$ cat config.mk
export PLATFORM = sky130hd
export DESIGN_NAME = pingpong_pwm
export DESIGN_NICKNAME = d
export VERILOG_FILES = /design/src/rtl/pp_pwm_pkg.sv /design/src/rtl/pp_pwm_counter.sv /design/src/rtl/pp_pwm_select.sv /design/src/rtl/pp_pwm_outputs.sv /design/src/rtl/pingpong_pwm.sv
export SDC_FILE = /design/constraint.sdc
export NUM_CORES = 1
export LEC_CHECK = 0
export BUFFER_PORTS_ARGS = -buffer_cell sky130_fd_sc_hd__buf_2
export CAP_MARGIN = 20
export CORE_MARGIN = 2
export CORE_UTILIZATION = 55
export DETAILED_ROUTE_END_ITERATION = 10
export HOLD_SLACK_MARGIN = 0.1
export PLACE_DENSITY = 0.8
export SLEW_MARGIN = 20
export SYNTH_ARGS = -nofsm -noshare
export SYNTH_HDL_FRONTEND = slang
export SYNTH_HIERARCHICAL = 1
export SYNTH_SLANG_ARGS = --single-unit
$ cat constraint.sdc
create_clock -name clk -period 6.7 [get_ports clk]
set_clock_uncertainty 0.1 [all_clocks]
set_input_delay 0.67 -clock clk [delete_from_list [all_inputs] [get_ports clk]]
set_output_delay 0.67 -clock clk [all_outputs]
set_load 0.01 [all_outputs]
$ cat src/rtl/pp_pwm_pkg.sv
package pp_pwm_pkg;
  typedef enum logic {SRC_A = 1'b0, SRC_B = 1'b1} src_e;
endpackage

$ cat src/rtl/pp_pwm_counter.sv
module pp_pwm_counter #(
  parameter int W = 16
) (
  input  logic         clk,
  input  logic         rst_n,
  input  logic [W-1:0] modulo_i,
  output logic [W-1:0] cnt_o,
  output logic         ovf_o
);
  logic [W-1:0] cnt_q;

  assign ovf_o = (cnt_q == modulo_i);
  assign cnt_o = cnt_q;

  always_ff @(posedge clk or negedge rst_n) begin
    if (!rst_n)     cnt_q <= '0;
    else if (ovf_o) cnt_q <= '0;
    else            cnt_q <= cnt_q + 1'b1;
  end


  cnt_wrap_chk: assert property (@(posedge clk) disable iff (!rst_n)
    (cnt_q == modulo_i) |=> (cnt_q == '0));
endmodule

$ cat src/rtl/pp_pwm_select.sv
module pp_pwm_select
  import pp_pwm_pkg::*;
#(
  parameter int W = 16
) (
  input  logic         clk,
  input  logic         rst_n,
  input  logic         link_i,
  input  logic         ovf_i,
  input  logic         a_wr_i,
  input  logic [W-1:0] a_data_i,
  input  logic         b_wr_i,
  input  logic [W-1:0] b_data_i,
  output logic [W-1:0] cmp_act_o,
  output logic [W-1:0] cmp_b_o
);
  logic [W-1:0] cmp_a_q, cmp_b_q;
  src_e         sel_q, last_q, last_nx;

  always_comb begin
    last_nx = last_q;
    if (a_wr_i) last_nx = SRC_A;
    if (b_wr_i) last_nx = SRC_B;
  end

  always_ff @(posedge clk or negedge rst_n) begin
    if (!rst_n) begin
      cmp_a_q <= '0;
      cmp_b_q <= '0;
      sel_q   <= SRC_A;
      last_q  <= SRC_A;
    end else begin
      if (a_wr_i) cmp_a_q <= a_data_i;
      if (b_wr_i) cmp_b_q <= b_data_i;
      if (!link_i) begin
        sel_q  <= SRC_A;
        last_q <= SRC_A;
      end else begin
        last_q <= last_nx;
        if (ovf_i) sel_q <= last_nx;
      end
    end
  end

  assign cmp_act_o = (sel_q == SRC_B) ? cmp_b_q : cmp_a_q;
  assign cmp_b_o   = cmp_b_q;


  unlinked_src_a_chk: assert property (@(posedge clk) disable iff (!rst_n)
    !link_i |=> (sel_q == SRC_A));

  src_hold_chk: assert property (@(posedge clk) disable iff (!rst_n)
    (link_i && !ovf_i) |=> $stable(sel_q));

  active_wr_chk: assert property (@(posedge clk) disable iff (!rst_n)
    (link_i && a_wr_i && !b_wr_i && sel_q == SRC_A && !ovf_i) |=> (cmp_act_o == $past(a_data_i)));
endmodule

$ cat src/rtl/pp_pwm_outputs.sv
module pp_pwm_outputs #(
  parameter int W = 16
) (
  input  logic [W-1:0] cnt_i,
  input  logic [W-1:0] cmp_act_i,
  input  logic [W-1:0] cmp_b_i,
  input  logic         link_i,
  input  logic         b_out_en_i,
  input  logic         gpio_data_i,
  input  logic         gpio_oe_i,
  output logic         pwm_o,
  output logic         pin_b_o,
  output logic         pin_b_oe_o
);
  logic b_pwm;

  assign pwm_o = (cnt_i < cmp_act_i);
  assign b_pwm = (cnt_i < cmp_b_i);

  always_comb begin
    if (link_i) begin
      pin_b_o    = gpio_data_i;
      pin_b_oe_o = gpio_oe_i;
    end else begin
      pin_b_o    = b_pwm;
      pin_b_oe_o = b_out_en_i;
    end
  end
endmodule

$ cat src/rtl/pingpong_pwm.sv
module pingpong_pwm #(
  parameter int W = 16
) (
  input  logic         clk,
  input  logic         rst_n,
  input  logic [W-1:0] modulo_i,
  input  logic         link_en_i,
  input  logic         cmp_a_wr_i,
  input  logic [W-1:0] cmp_a_data_i,
  input  logic         cmp_b_wr_i,
  input  logic [W-1:0] cmp_b_data_i,
  input  logic         b_out_en_i,
  input  logic         gpio_data_i,
  input  logic         gpio_oe_i,
  output logic         pwm_o,
  output logic         pin_b_o,
  output logic         pin_b_oe_o
);
  logic [W-1:0] cnt, cmp_act, cmp_b;
  logic         ovf;

  pp_pwm_counter #(.W(W)) u_cnt (
    .clk(clk), .rst_n(rst_n), .modulo_i(modulo_i), .cnt_o(cnt), .ovf_o(ovf)
  );

  pp_pwm_select #(.W(W)) u_sel (
    .clk(clk), .rst_n(rst_n), .link_i(link_en_i), .ovf_i(ovf),
    .a_wr_i(cmp_a_wr_i), .a_data_i(cmp_a_data_i),
    .b_wr_i(cmp_b_wr_i), .b_data_i(cmp_b_data_i),
    .cmp_act_o(cmp_act), .cmp_b_o(cmp_b)
  );

  pp_pwm_outputs #(.W(W)) u_out (
    .cnt_i(cnt), .cmp_act_i(cmp_act), .cmp_b_i(cmp_b), .link_i(link_en_i),
    .b_out_en_i(b_out_en_i), .gpio_data_i(gpio_data_i), .gpio_oe_i(gpio_oe_i),
    .pwm_o(pwm_o), .pin_b_o(pin_b_o), .pin_b_oe_o(pin_b_oe_o)
  );
endmodule

Word level (Yosys, flattened, before mapping)
Cells that the tools add are included.
W data, S select, Z words.
{ "totals": {"out_inout_bits": 3, "ramBits": 0, "mem_bits_ro": 0, "in_bits": 56, "word_cells": 19, "memories": 0, "regBits": 50, "latchBits": 0} }
{ "op_classes": {"n_reduce_logical": 0, "bitwise_logic": 0, "shift": 0, "n_eq_ne": 2, "mux": 9, "n_lt_le_gt_ge": 2, "multipliers": 0, "add_sub_neg": 1, "div_mod_pow": 0} }
{ "op_table": {"columns": ["op", "n"], "rows": [
  ["$lt A16 B16 Y1", 2],
  ["$mux W16", 2],
  ["$add A16 B1 Y16 const B", 1],
  ["$eq A16 B16 Y1", 1],
  ["$mux W1", 7],
  ["$ne A2 B1 Y1 const B", 1]
]} }

Longest topological paths before layout
Gate-level depths: netlist (run 1).
{ "logic_depth": {"word_depth": 4, "depth_mapped": 10, "ltp_nobuf": 8} }

By module
The synthesis (run 1) kept the hierarchy.
{ "by_module_without_submodules": {"columns": ["module", "area_per_inst_um2", "seq_area_each_um2", "instances", "cells_each"], "rows": [
  ["pp_pwm_select", 1621.6, 850.8, 1, 92],
  ["pp_pwm_counter", 947.2, 400.4, 1, 98],
  ["pp_pwm_outputs", 767.0, 0.0, 1, 104]
]} }

Least setup slack after synthesis (run 1)
No wires, ideal clock.
{ "synth_path": {"kind": "register -> output", "start": "register u_sel.sel_q", "end": "output port pwm_o", "t_required_ns": 5.930, "path_stages_with_launch": 10, "t_arrival_ns": 1.974, "path_slack_ns": 3.956, "n_path_buf": 1, "cell_sequence": "dfrtp_1 buf_6 mux2_2 inv_1 ha_1 a211o_1 a31oi_1 o221ai_1 a221oi_2 o21a_1"} }
{ "synth_between": {"elab_chain_len": 2} }
{ "synth_lines": {"columns": ["item", "line_no", "text"], "rows": [
  ["start: declaration", "pp_pwm_select.sv:18", "src_e sel_q, last_q, last_nx;"],
  ["start signal: assignment", "pp_pwm_select.sv:40", "if (ovf_i) sel_q <= last_nx;"],
  ["$mux W16", "pp_pwm_select.sv:45", "assign cmp_act_o = (sel_q == SRC_B) ? cmp_b_q : cmp_a_q;"],
  ["via cmp_act[2]", "pingpong_pwm.sv:19", "logic [W-1:0] cnt, cmp_act, cmp_b;"],
  ["$lt A16 B16 Y1", "pp_pwm_outputs.sv:17", "assign pwm_o = (cnt_i < cmp_act_i);"],
  ["end: declaration", "pingpong_pwm.sv:15", "output logic pwm_o,"]
]} }
The timed path passes the listed nets, and every way through them passes these cells.

Worst setup path after layout (run 1)
Same ends and word-level chain as after synthesis.

==> flow_summary.json, run 1 <==
{
  "slowest_delay_ns": 0.89,
  "cp_slowest_cell": "dfrtp_1",
  "drive_above_1_share_pct": 33.5,
  "worstPathMaxFanout": 17,
  "ant_nets": 0,
  "period_minus_slack_ns": 3.76,
  "clk_pin_slew_ns": 0.09,
  "fin_crit_sh_pct": 56.1,
  "synth_edf_count": 0,
  "postCtsResizedCells": 0,
  "cap_violations": 0,
  "gp_congestion": 0.853,
  "crit_type": "reg2out",
  "relSlewSlack_pct": 38.9,
  "num-nets-final": 435,
  "synthFlopType": "dfrtp_1",
  "syn_nets": 381,
  "synth.avg_cell_area_sq_um": 11.3,
  "wirelength_mm": 6.24,
  "grt_overflow": 0,
  "firstDrtPassIters": 4,
  "setup_viol": 0,
  "cts_tree": "yes",
  "drc": 0,
  "fmax_mhz": 266,
  "design.die.area_sq_mm": 0.00670,
  "status": "finished clean",
  "holdCritPathClass": "in2async",
  "grt_pass1_wl_mm": 10.4,
  "root_buffer": "clkbuf_8",
  "std_cell_rows": 28,
  "hold_buffers": 0,
  "grtUsageTotal_pct": 20.2,
  "grt_max_degree": 51,
  "clock_latency_ns": 0.30,
  "ys_ff_latch": 50,
  "drt-initial-drc-count": 92,
  "drt-wirelength-per-cell_microns": 14.7,
  "num_antenna_cells": 0,
  "ios": 59,
  "start_util_pct": 56.7,
  "p_per_area_mw_per_mm2": 207,
  "rsz0062_at_grt": "false",
  "synth_warnings": 6,
  "async_flop_share_pct": 100,
  "dp_hpwl_mm": 4.92,
  "p_leak_uw": 0.00185,
  "final_util_pct": 63.0,
  "clock-sinks": 50,
  "maxSlewViolCount": 0,
  "grt_pass1_vias": 2251,
  "worstRegToRegCells": 5,
  "die_w_microns": 81.9,
  "tns_ns": 0,
  "startpoint_type": "flop",
  "post_cts_buffers": 0,
  "whs_ns": 0.269,
  "setup.worst_path.end_class": "output pin",
  "antenna_found_initial": 0,
  "area.growth.synth_to_final_pct": 11.1,
  "die_h_microns": 81.9,
  "path_cells": "mux2_2 > inv_1 > ha_1 > a211o_1 > a31oi_1 > o221ai_1 > a221oi_2 > o21a_1 > buf_2",
  "cts_buffers": 5,
  "synth_cell_type_count": 35,
  "synth_area_sq_mm": 0.00334,
  "vias": 2284,
  "syn_inst": 294,
  "worst-endpoint-arrival_ns": 2.99,
  "seq_area_frac_synth_pct": 37.5,
  "io_buffers": 58,
  "htreeDepth": 2,
  "peakVddDrop_uv": 130,
  "design.core.area_sq_mm": 0.00589,
  "worst_slew_pin_slew_ns": 0.909,
  "hold_viol": 0,
  "via_per_inst": 5.39,
  "cp.required_ns": 5.93,
  "clk_path_buf_depth": 2
}
layout by cell type (no fill, tap or decap), drive strengths merged, types with 4 or more instances in the layout:
cell type	instances
a21o	4
inv	33
nand3	5
nor3	5
ha	31
xnor2	26
clkbuf	6
mux2	49
nor2	18
xor2	4
buf	58
nand4	14
a21oi	8
nor4	5
nand2	9
dfrtp	50
report_power, final:
group          switching [uW]  internal (uW)
Sequential               48.2            332
Clock                    96.8            111
Combinational            80.1           99.3
final cells by class:
cell class,count,area (sq um)
Fill cell,471,2180
Inverter,33,124
Tap cell,75,93.8
Sequential cell,50,1250
Multi-Input combinational cell,200,1840
Timing Repair Buffer,58,293
Clock buffer,6,72.6
Clock inverter,2,37.5
logic make-up after synthesis:
| group | Yosys count | share of synthesized area, % |
|---|---|---|
| and+or+nand+nor | 64 | 10.2 |
| adders and majority gates | 31 | 11.6 |
| AOI/OAI and AO/OA | 26 | 5.59 |
| DFF | 50 | 37.5 |
| xor gates and xnor gates | 30 | 7.88 |
| buffers and inverters | 44 | 7.46 |
| muxes | 49 | 19.7 |
per-layer routing:
metal  GRT usage (%)  part of all wire, %  vias up
li1                -                    -     1133
met1            28.1                   49     1086
met2            32.0                   45       57
met3            3.74                  4.5        8
met4            6.33                  1.5        0
met5               0                    0        -
registers in the layout, summed over array words and instances, names as in the netlist:
name           flops
u_sel/cmp_a_q     16
u_cnt/cnt_o       16
u_sel/sel_q        1
u_sel/last_q       1
u_sel/cmp_b_o     16
critical path, delay by kind of cell (launching register included):
| family | cells | cell delay, ns |
|---|---|---|
| AO/OA/AOI/OAI | 5 | 0.98 |
| flip-flops | 1 | 0.89 |
| multiplexers | 1 | 0.41 |
| adder cells (fa/ha/maj) | 1 | 0.23 |
| buffers and inverters | 2 | 0.18 |
synth_stat cells, types with 5 or more instances:
cell type / count / area (sq um)
ha_1: 31 / 388
mux2_4: 28 / 420
nand3_1: 5 / 25.0
nor2_1: 18 / 67.6
inv_1: 33 / 124
a21oi_1: 8 / 40.0
mux2_2: 21 / 236
xnor2_1: 26 / 228
dfrtp_1: 50 / 1250
nand2_1: 9 / 33.8
nor3_1: 5 / 25.0
nand4_1: 14 / 87.6
metrics by stage:
step	instances	cell area [sq um]	setup slack, ns	total power [uW]
after global routing	424	3710	2.74	818
final	424	3710	2.94	768
after CTS	424	3700	2.88	778
after floorplan	294	3340	3.96	511
after detailed placement	416	3590	3.25	566
after global placement	416	3590	3.29	555
path summary, 6_finish.rpt:
| path | slack (ns) | startpoint | end |
|---|---|---|---|
| worst max-delay path | 2.94 | u_sel/sel_q$_DFFE_PN0P_ | pwm_o |
| worst min-delay path | 0.27 | rst_n | u_sel/cmp_a_q[1]$_DFFE_PN0P_ |
| worst max register to register | 4.45 | u_cnt/cnt_o[3]$_DFF_PN0_ | u_sel/sel_q$_DFFE_PN0P_ |
| worst min register to register | 0.42 | u_sel/cmp_a_q[0]$_DFFE_PN0P_ | u_sel/cmp_a_q[0]$_DFFE_PN0P_ |
| max in group asynchronous | 5.79 | rst_n | u_cnt/cnt_o[13]$_DFF_PN0_ |
| min in group clk | 0.42 | u_sel/cmp_a_q[0]$_DFFE_PN0P_ | u_sel/cmp_a_q[0]$_DFFE_PN0P_ |
Power figures use the tool's default switching activity.
==> run 2, diff against run 1 <==
==> constraint.sdc (replaced) <==
create_clock -name clk -period 3.89 [get_ports clk]
set_clock_uncertainty 0.1 [all_clocks]
set_input_delay 0.389 -clock clk [delete_from_list [all_inputs] [get_ports clk]]
set_output_delay 0.389 -clock clk [all_outputs]
set_load 0.01 [all_outputs]
==> flow_summary.json, run 2 (synthesized netlist as in run 1, its figures left out) <==
{
  "hold_depth": 2,
  "startpoint": "u_sel/sel_q$_DFFE_PN0P_",
  "final_common_cell": "buf_2",
  "drive_above_1_share_pct": 33.9,
  "vias": 2312,
  "cp.required_ns": 3.40,
  "grt_max_degree": 51,
  "grtUsageTotal_pct": 20.1,
  "clock_latency_ns": 0.30,
  "postCtsResizedCells": 0,
  "p_per_area_mw_per_mm2": 356,
  "period_minus_slack_ns": 3.19,
  "num_antenna_cells": 0,
  "drc": 0,
  "holdCritStartpoint": "cmp_b_data_i[9]",
  "drt-initial-drc-count": 95,
  "peakVddDrop_uv": 208,
  "grt_overflow": 0,
  "hold_viol": 0,
  "cp.buffers_inverters": 2,
  "firstDrtPassIters": 4,
  "num-nets-final": 437,
  "path_cells": "mux2_2 > inv_1 > ha_1 > a211o_1 > a31oi_1 > o221ai_1 > a221oi_2 > o21a_1 > buf_2",
  "worstPathMaxFanout": 9,
  "cp_slowest_cell": "dfrtp_1",
  "cts_buffers": 5,
  "clock-sinks": 50,
  "cts_tree": "yes",
  "die_h_microns": 81.9,
  "dp_hpwl_mm": 4.95,
  "drt-wirelength-per-cell_microns": 14.8,
  "crit_type": "reg2out",
  "wirelength_mm": 6.33,
  "antenna_found_initial": 0,
  "fmax_mhz": 314,
  "via_per_inst": 5.43,
  "std_cell_rows": 28,
  "cap_violations": 0,
  "design.die.area_sq_mm": 0.00670,
  "ios": 59,
  "htreeDepth": 2,
  "gp_congestion": 0.852,
  "status": "finished clean",
  "slowest_delay_ns": 0.59,
  "rr_endpoint": "u_sel/sel_q$_DFFE_PN0P_",
  "grt_pass1_wl_mm": 10.2,
  "worst_slew_pin_slew_ns": 0.928,
  "worst-endpoint-arrival_ns": 2.70,
  "clk_pin_slew_ns": 0.09,
  "holdCritPathClass": "in2reg",
  "grt_pass1_vias": 2234,
  "ant_nets": 0,
  "reg2reg_slack_ns": 1.59,
  "design.core.area_sq_mm": 0.00589,
  "min_to": "u_sel/cmp_b_o[9]$_DFFE_PN0P_",
  "area.growth.synth_to_final_pct": 11.6,
  "path_delay_family": "compound AO/OA/AOI/OAI gates",
  "start_util_pct": 56.7,
  "startpoint_type": "flop",
  "worstReg2RegStart": "u_cnt/cnt_o[3]$_DFF_PN0_",
  "setup.worst_path.end_class": "output pin",
  "die_w_microns": 81.9,
  "root_buffer": "clkbuf_8",
  "clk_path_buf_depth": 2,
  "tns_ns": 0,
  "fin_crit_sh_pct": 82.0,
  "setup_viol": 0,
  "p_leak_uw": 0.00186,
  "io_buffers": 58,
  "rsz0062_at_grt": "false",
  "maxSlewViolCount": 0,
  "relSlewSlack_pct": 37.7,
  "final_cell_mix": "buf_2 (57), dfrtp_1 (50), inv_1 (33), ha_1 (31), mux2_4 (28)",
  "worstRegToRegCells": 5,
  "final_area_sq_mm": 0.00372,
  "place_area_sq_mm": 0.00360
}
==> run 2: what timing repair did <==
action                                  in CTS  in global routing
endpoints found under the hold margin        0                 50
endpoints found under the setup margin       0                  0
setup buffers                                0                  0
hold buffers                                 0                  1
==> run 2: metal layers <==
| metal | track usage (%) | part of all wire (%) |
|---|---|---|
| met5 | 0 | 0 |
| met3 | 3.85 | 4.6 |
| met4 | 6.00 | 0.63 |
| met1 | 27.4 | 48 |
| met2 | 32.5 | 47 |
==> run 2: where the power goes <==
part	total [uW]	switching (uW)	internal, uW
Clock	359	169	189
Combinational	310	138	171
Sequential	658	85.4	572
==> run 2: worst max path at each step <==
stage | endpoint | depth (start not counted)
after floorplan | pwm_o | 9
after global placement | pwm_o | 9
after detailed placement | pwm_o | 9
after CTS | pwm_o | 9
after global routing | pwm_o | 9
final | pwm_o | 9
==> run 2: cell type report <==
type                            instances  area, sq um
Fill cell                             474         2160
Inverter                               33          124
Clock buffer                            5         68.8
Tap cell                               75         93.8
Sequential cell                        50         1250
Timing Repair Buffer                   60          310
Multi-Input combinational cell        200         1840
Clock inverter                          3         40.0
==> run 2: metrics by stage <==
step | util, % | cells | setup WS, ns | hold slack, ns | total power, uW
floorplan | - | 294 | 1.43 | -0.00659 | 880
global placement | 61.2 | 417 | 1.06 | 0.399 | 957
detailed placement | 61.2 | 417 | 1.04 | 0.402 | 977
CTS | 63.1 | 425 | 0.690 | 0.207 | 1330
global route | 63.3 | 426 | 0.568 | 0.195 | 1410
finish | 63.3 | 426 | 0.701 | 0.211 | 1330
==> run 3, diff against run 2 <==
--- a/config.mk
+++ b/config.mk
@@ -5,13 +5,14 @@
 export SDC_FILE = /design/constraint.sdc
 export NUM_CORES = 1
 export LEC_CHECK = 0
+export ABC_AREA = 1
 export BUFFER_PORTS_ARGS = -buffer_cell sky130_fd_sc_hd__buf_2
 export CAP_MARGIN = 20
 export CORE_MARGIN = 2
 export CORE_UTILIZATION = 55
 export DETAILED_ROUTE_END_ITERATION = 10
 export HOLD_SLACK_MARGIN = 0.1
-export PLACE_DENSITY = 0.8
+export PLACE_DENSITY = 0.79
 export SLEW_MARGIN = 20
 export SYNTH_ARGS = -nofsm -noshare
 export SYNTH_HDL_FRONTEND = slang
==> constraint.sdc (replaced) <==
create_clock -name clk -period 3.2 [get_ports clk]
set_clock_uncertainty 0.1 [all_clocks]
set_input_delay 0.32 -clock clk [delete_from_list [all_inputs] [get_ports clk]]
set_output_delay 0.32 -clock clk [all_outputs]
set_load 0.01 [all_outputs]
==> flow_summary.json, run 3 <==
{
  "drc": 0,
  "synthTopCellsByCount": "nand2_1 (191), inv_1 (88), dfrtp_1 (50), o21ai_0 (36), ha_1 (31)",
  "cap_violations": 0,
  "sw_frac_of_total_pct": 42.9,
  "clock-sinks": 50,
  "maxSlewViolCount": 0,
  "drt-initial-drc-count": 159,
  "dp_hpwl_mm": 5.73,
  "cts_buffers": 5,
  "rsz0062_at_grt": "false",
  "slowest_delay_ns": 0.64,
  "design.core.area_sq_mm": 0.00628,
  "worstReg2RegStart": "u_cnt/cnt_o[2]$_DFF_PN0_",
  "startpoint_type": "flop",
  "status": "finished clean",
  "tns_ns": 0,
  "final_cell_mix": "nand2_1 (191), inv_1 (88), buf_2 (57), dfrtp_1 (49), o21ai_0 (36)",
  "num-nets-final": 649,
  "rr_endpoint": "u_sel/sel_q$_DFFE_PN0P_",
  "p_leak_uw": 0.00229,
  "pwr-share-clk_pct": 18.5,
  "ios": 59,
  "area.growth.synth_to_final_pct": 12.0,
  "grt_max_degree": 51,
  "synth.most_common_cell": "nand2_1",
  "vias": 3151,
  "design.die.area_sq_mm": 0.00706,
  "startpoint": "u_sel/sel_q$_DFFE_PN0P_",
  "cts_tree": "yes",
  "htreeDepth": 2,
  "num_antenna_cells": 0,
  "synthTopCellsByArea": "dfrtp_1 (36%), nand2_1 (20%), ha_1 (11%)",
  "power_frac_comb_pct": 41.5,
  "synth_warnings": 6,
  "reg2reg_slack_ns": 1.22,
  "synth_edf_count": 0,
  "fmax_mhz": 384,
  "post_cts_buffers": 0,
  "grt_overflow": 0,
  "cp.required_ns": 2.78,
  "via_per_inst": 4.92,
  "root_buffer": "clkbuf_8",
  "setup_viol": 0,
  "holdCritPathClass": "in2reg",
  "fin_crit_sh_pct": 81.5,
  "antenna_found_initial": 0,
  "seqPwrFrac_pct": 39.9,
  "drive_above_1_share_pct": 15.3,
  "period_minus_slack_ns": 2.61,
  "setup.worst_path.end_class": "output pin",
  "grtUsageTotal_pct": 22.2,
  "clk_path_buf_depth": 2,
  "post-synth-top-area-cell": "dfrtp_1",
  "seq_area_frac_synth_pct": 35.5,
  "std_cell_rows": 29,
  "gp_congestion": 0.843,
  "path_cells": "nand2_1 > o21ai_0 > inv_1 > ha_1 > a21o_1 > o21bai_1 > nand3_1 > a21oi_2 > buf_2",
  "start_util_pct": 56.1,
  "syn_nets": 594,
  "hold_viol": 0,
  "whs_ns": 0.106,
  "final_util_pct": 62.8,
  "multi_input_area_sq_mm": 0.00181,
  "p_int_uw": 1420,
  "p_sw_uw": 1070,
  "ys_ff_latch": 50,
  "crit_type": "reg2out",
  "wirelength_mm": 7.49,
  "ant_nets": 0,
  "crit_end": "pwm_o",
  "worst-endpoint-arrival_ns": 2.19,
  "async_flop_share_pct": 100,
  "worstPathMaxFanout": 33,
  "syn_inst": 507,
  "drt-wirelength-per-cell_microns": 11.7,
  "relSlewSlack_pct": 58.0,
  "final_common_cell": "nand2_1",
  "grt_pass1_vias": 2963,
  "die_h_microns": 84.0,
  "peakVddDrop_uv": 400,
  "io_buffers": 58,
  "synthFlopType": "dfrtp_1",
  "p_per_area_mw_per_mm2": 630,
  "cp_slowest_cell": "dfrtp_2",
  "synth_cell_type_count": 26,
  "synth_top_area_share_pct": 35.5,
  "clock_latency_ns": 0.31,
  "worstRegToRegCells": 11,
  "firstDrtPassIters": 4,
  "grt_pass1_wl_mm": 12.9,
  "die_w_microns": 84.0,
  "synth_area_sq_mm": 0.00352,
  "fillers": 581,
  "synth.avg_cell_area_sq_um": 6.94,
  "clk_pin_slew_ns": 0.11,
  "worst_slew_pin_slew_ns": 0.630,
  "area.sequential_sq_mm": 0.00125
}
[run 3: cell count changes after synthesis, moves of 16 or more]
cell,before,now
a21oi_1,8,24
inv_1,33,88
mux2_2,21,0
mux2_4,28,0
nand2_1,9,191
o21ai_0,2,36
xnor2_1,26,1
[run 3: routing by layer]
metal	global-route usage [%]	share of wire, %	up-vias	wire [microns]
met4	6.60	1.5	0	109
li1	-	-	1653	-
met1	29.5	48	1417	3600
met5	0	0	-	0
met2	37.4	47	73	3500
met3	3.66	3.8	8	283
[run 3: repair_timing]
action / CTS / global route
endpoints found under the hold margin: 1 / 50
setup endpoints to repair: 0 / 1
gates resized for setup: 0 / 1
hold buffers: 1 / 1
[run 3: through the flow]
step | cells | instance area (sq um) | setup WS (ns) | power [uW]
floorplan | 507 | 3520 | 1.22 | 1730
CTS | 639 | 3930 | 0.346 | 2480
global placement | 630 | 3810 | 0.772 | 1940
finish | 640 | 3940 | 0.593 | 2490
detailed placement | 630 | 3810 | 0.713 | 2020
global route | 640 | 3940 | 0.267 | 2720
[run 3: worst min-delay path by stage]
stage / start / end / slack (ns) / cells past startpoint
floorplan: rst_n / u_cnt/cnt_o[0]$_DFF_PN0_ / -0.08 / 0
global placement: u_sel/cmp_b_o[6]$_DFFE_PN0P_ / u_sel/cmp_b_o[6]$_DFFE_PN0P_ / 0.38 / 2
finish: cmp_b_data_i[4] / u_sel/cmp_b_o[4]$_DFFE_PN0P_ / 0.11 / 3
CTS: cmp_b_data_i[13] / u_sel/cmp_b_o[13]$_DFFE_PN0P_ / 0.10 / 3
detailed placement: u_sel/cmp_b_o[3]$_DFFE_PN0P_ / u_sel/cmp_b_o[3]$_DFFE_PN0P_ / 0.39 / 2
global route: cmp_b_data_i[10] / u_sel/cmp_b_o[10]$_DFFE_PN0P_ / 0.11 / 3
[run 3: area by class of cell]
type,instances,area share [%]
inverters,95,9.17
repair buffers,60,7.93
flip-flops and latches,50,31.8
well taps,77,2.44
clock inverters,3,1.11
multi-input cells,350,45.8
clock buffers,5,1.75
[run 3: power groups by stage]
| stage | clock network, uW | registers (uW) | logic (uW) |
|---|---|---|---|
| after global routing | 497 | 1020 | 1200 |
| after floorplan | 0 | 914 | 811 |
| after CTS | 464 | 993 | 1030 |
| after detailed placement | 0 | 1010 | 1010 |
| final | 461 | 992 | 1030 |
| after global placement | 0 | 992 | 944 |
[run 3: critical path: cells and delay by family, from the launching register on]
family,cells,cell delay (ns)
buffers and inverters,2,0.21
AND/OR/NAND/NOR,2,0.19
flip-flops,1,0.64
adder cells (fa/ha/maj),1,0.29
AO/OA/AOI/OAI,4,0.55
[run 3: cell families after synthesis]
kind of cell | Yosys count | share of synthesized area [%]
DFF | 50 | 35.5
adders and majority gates | 31 | 11.0
xor gates and xnor gates | 9 | 2.24
buffers and inverters | 107 | 13.1
and+or+nand+nor | 242 | 27.8
AOI/OAI and AO/OA | 68 | 10.2
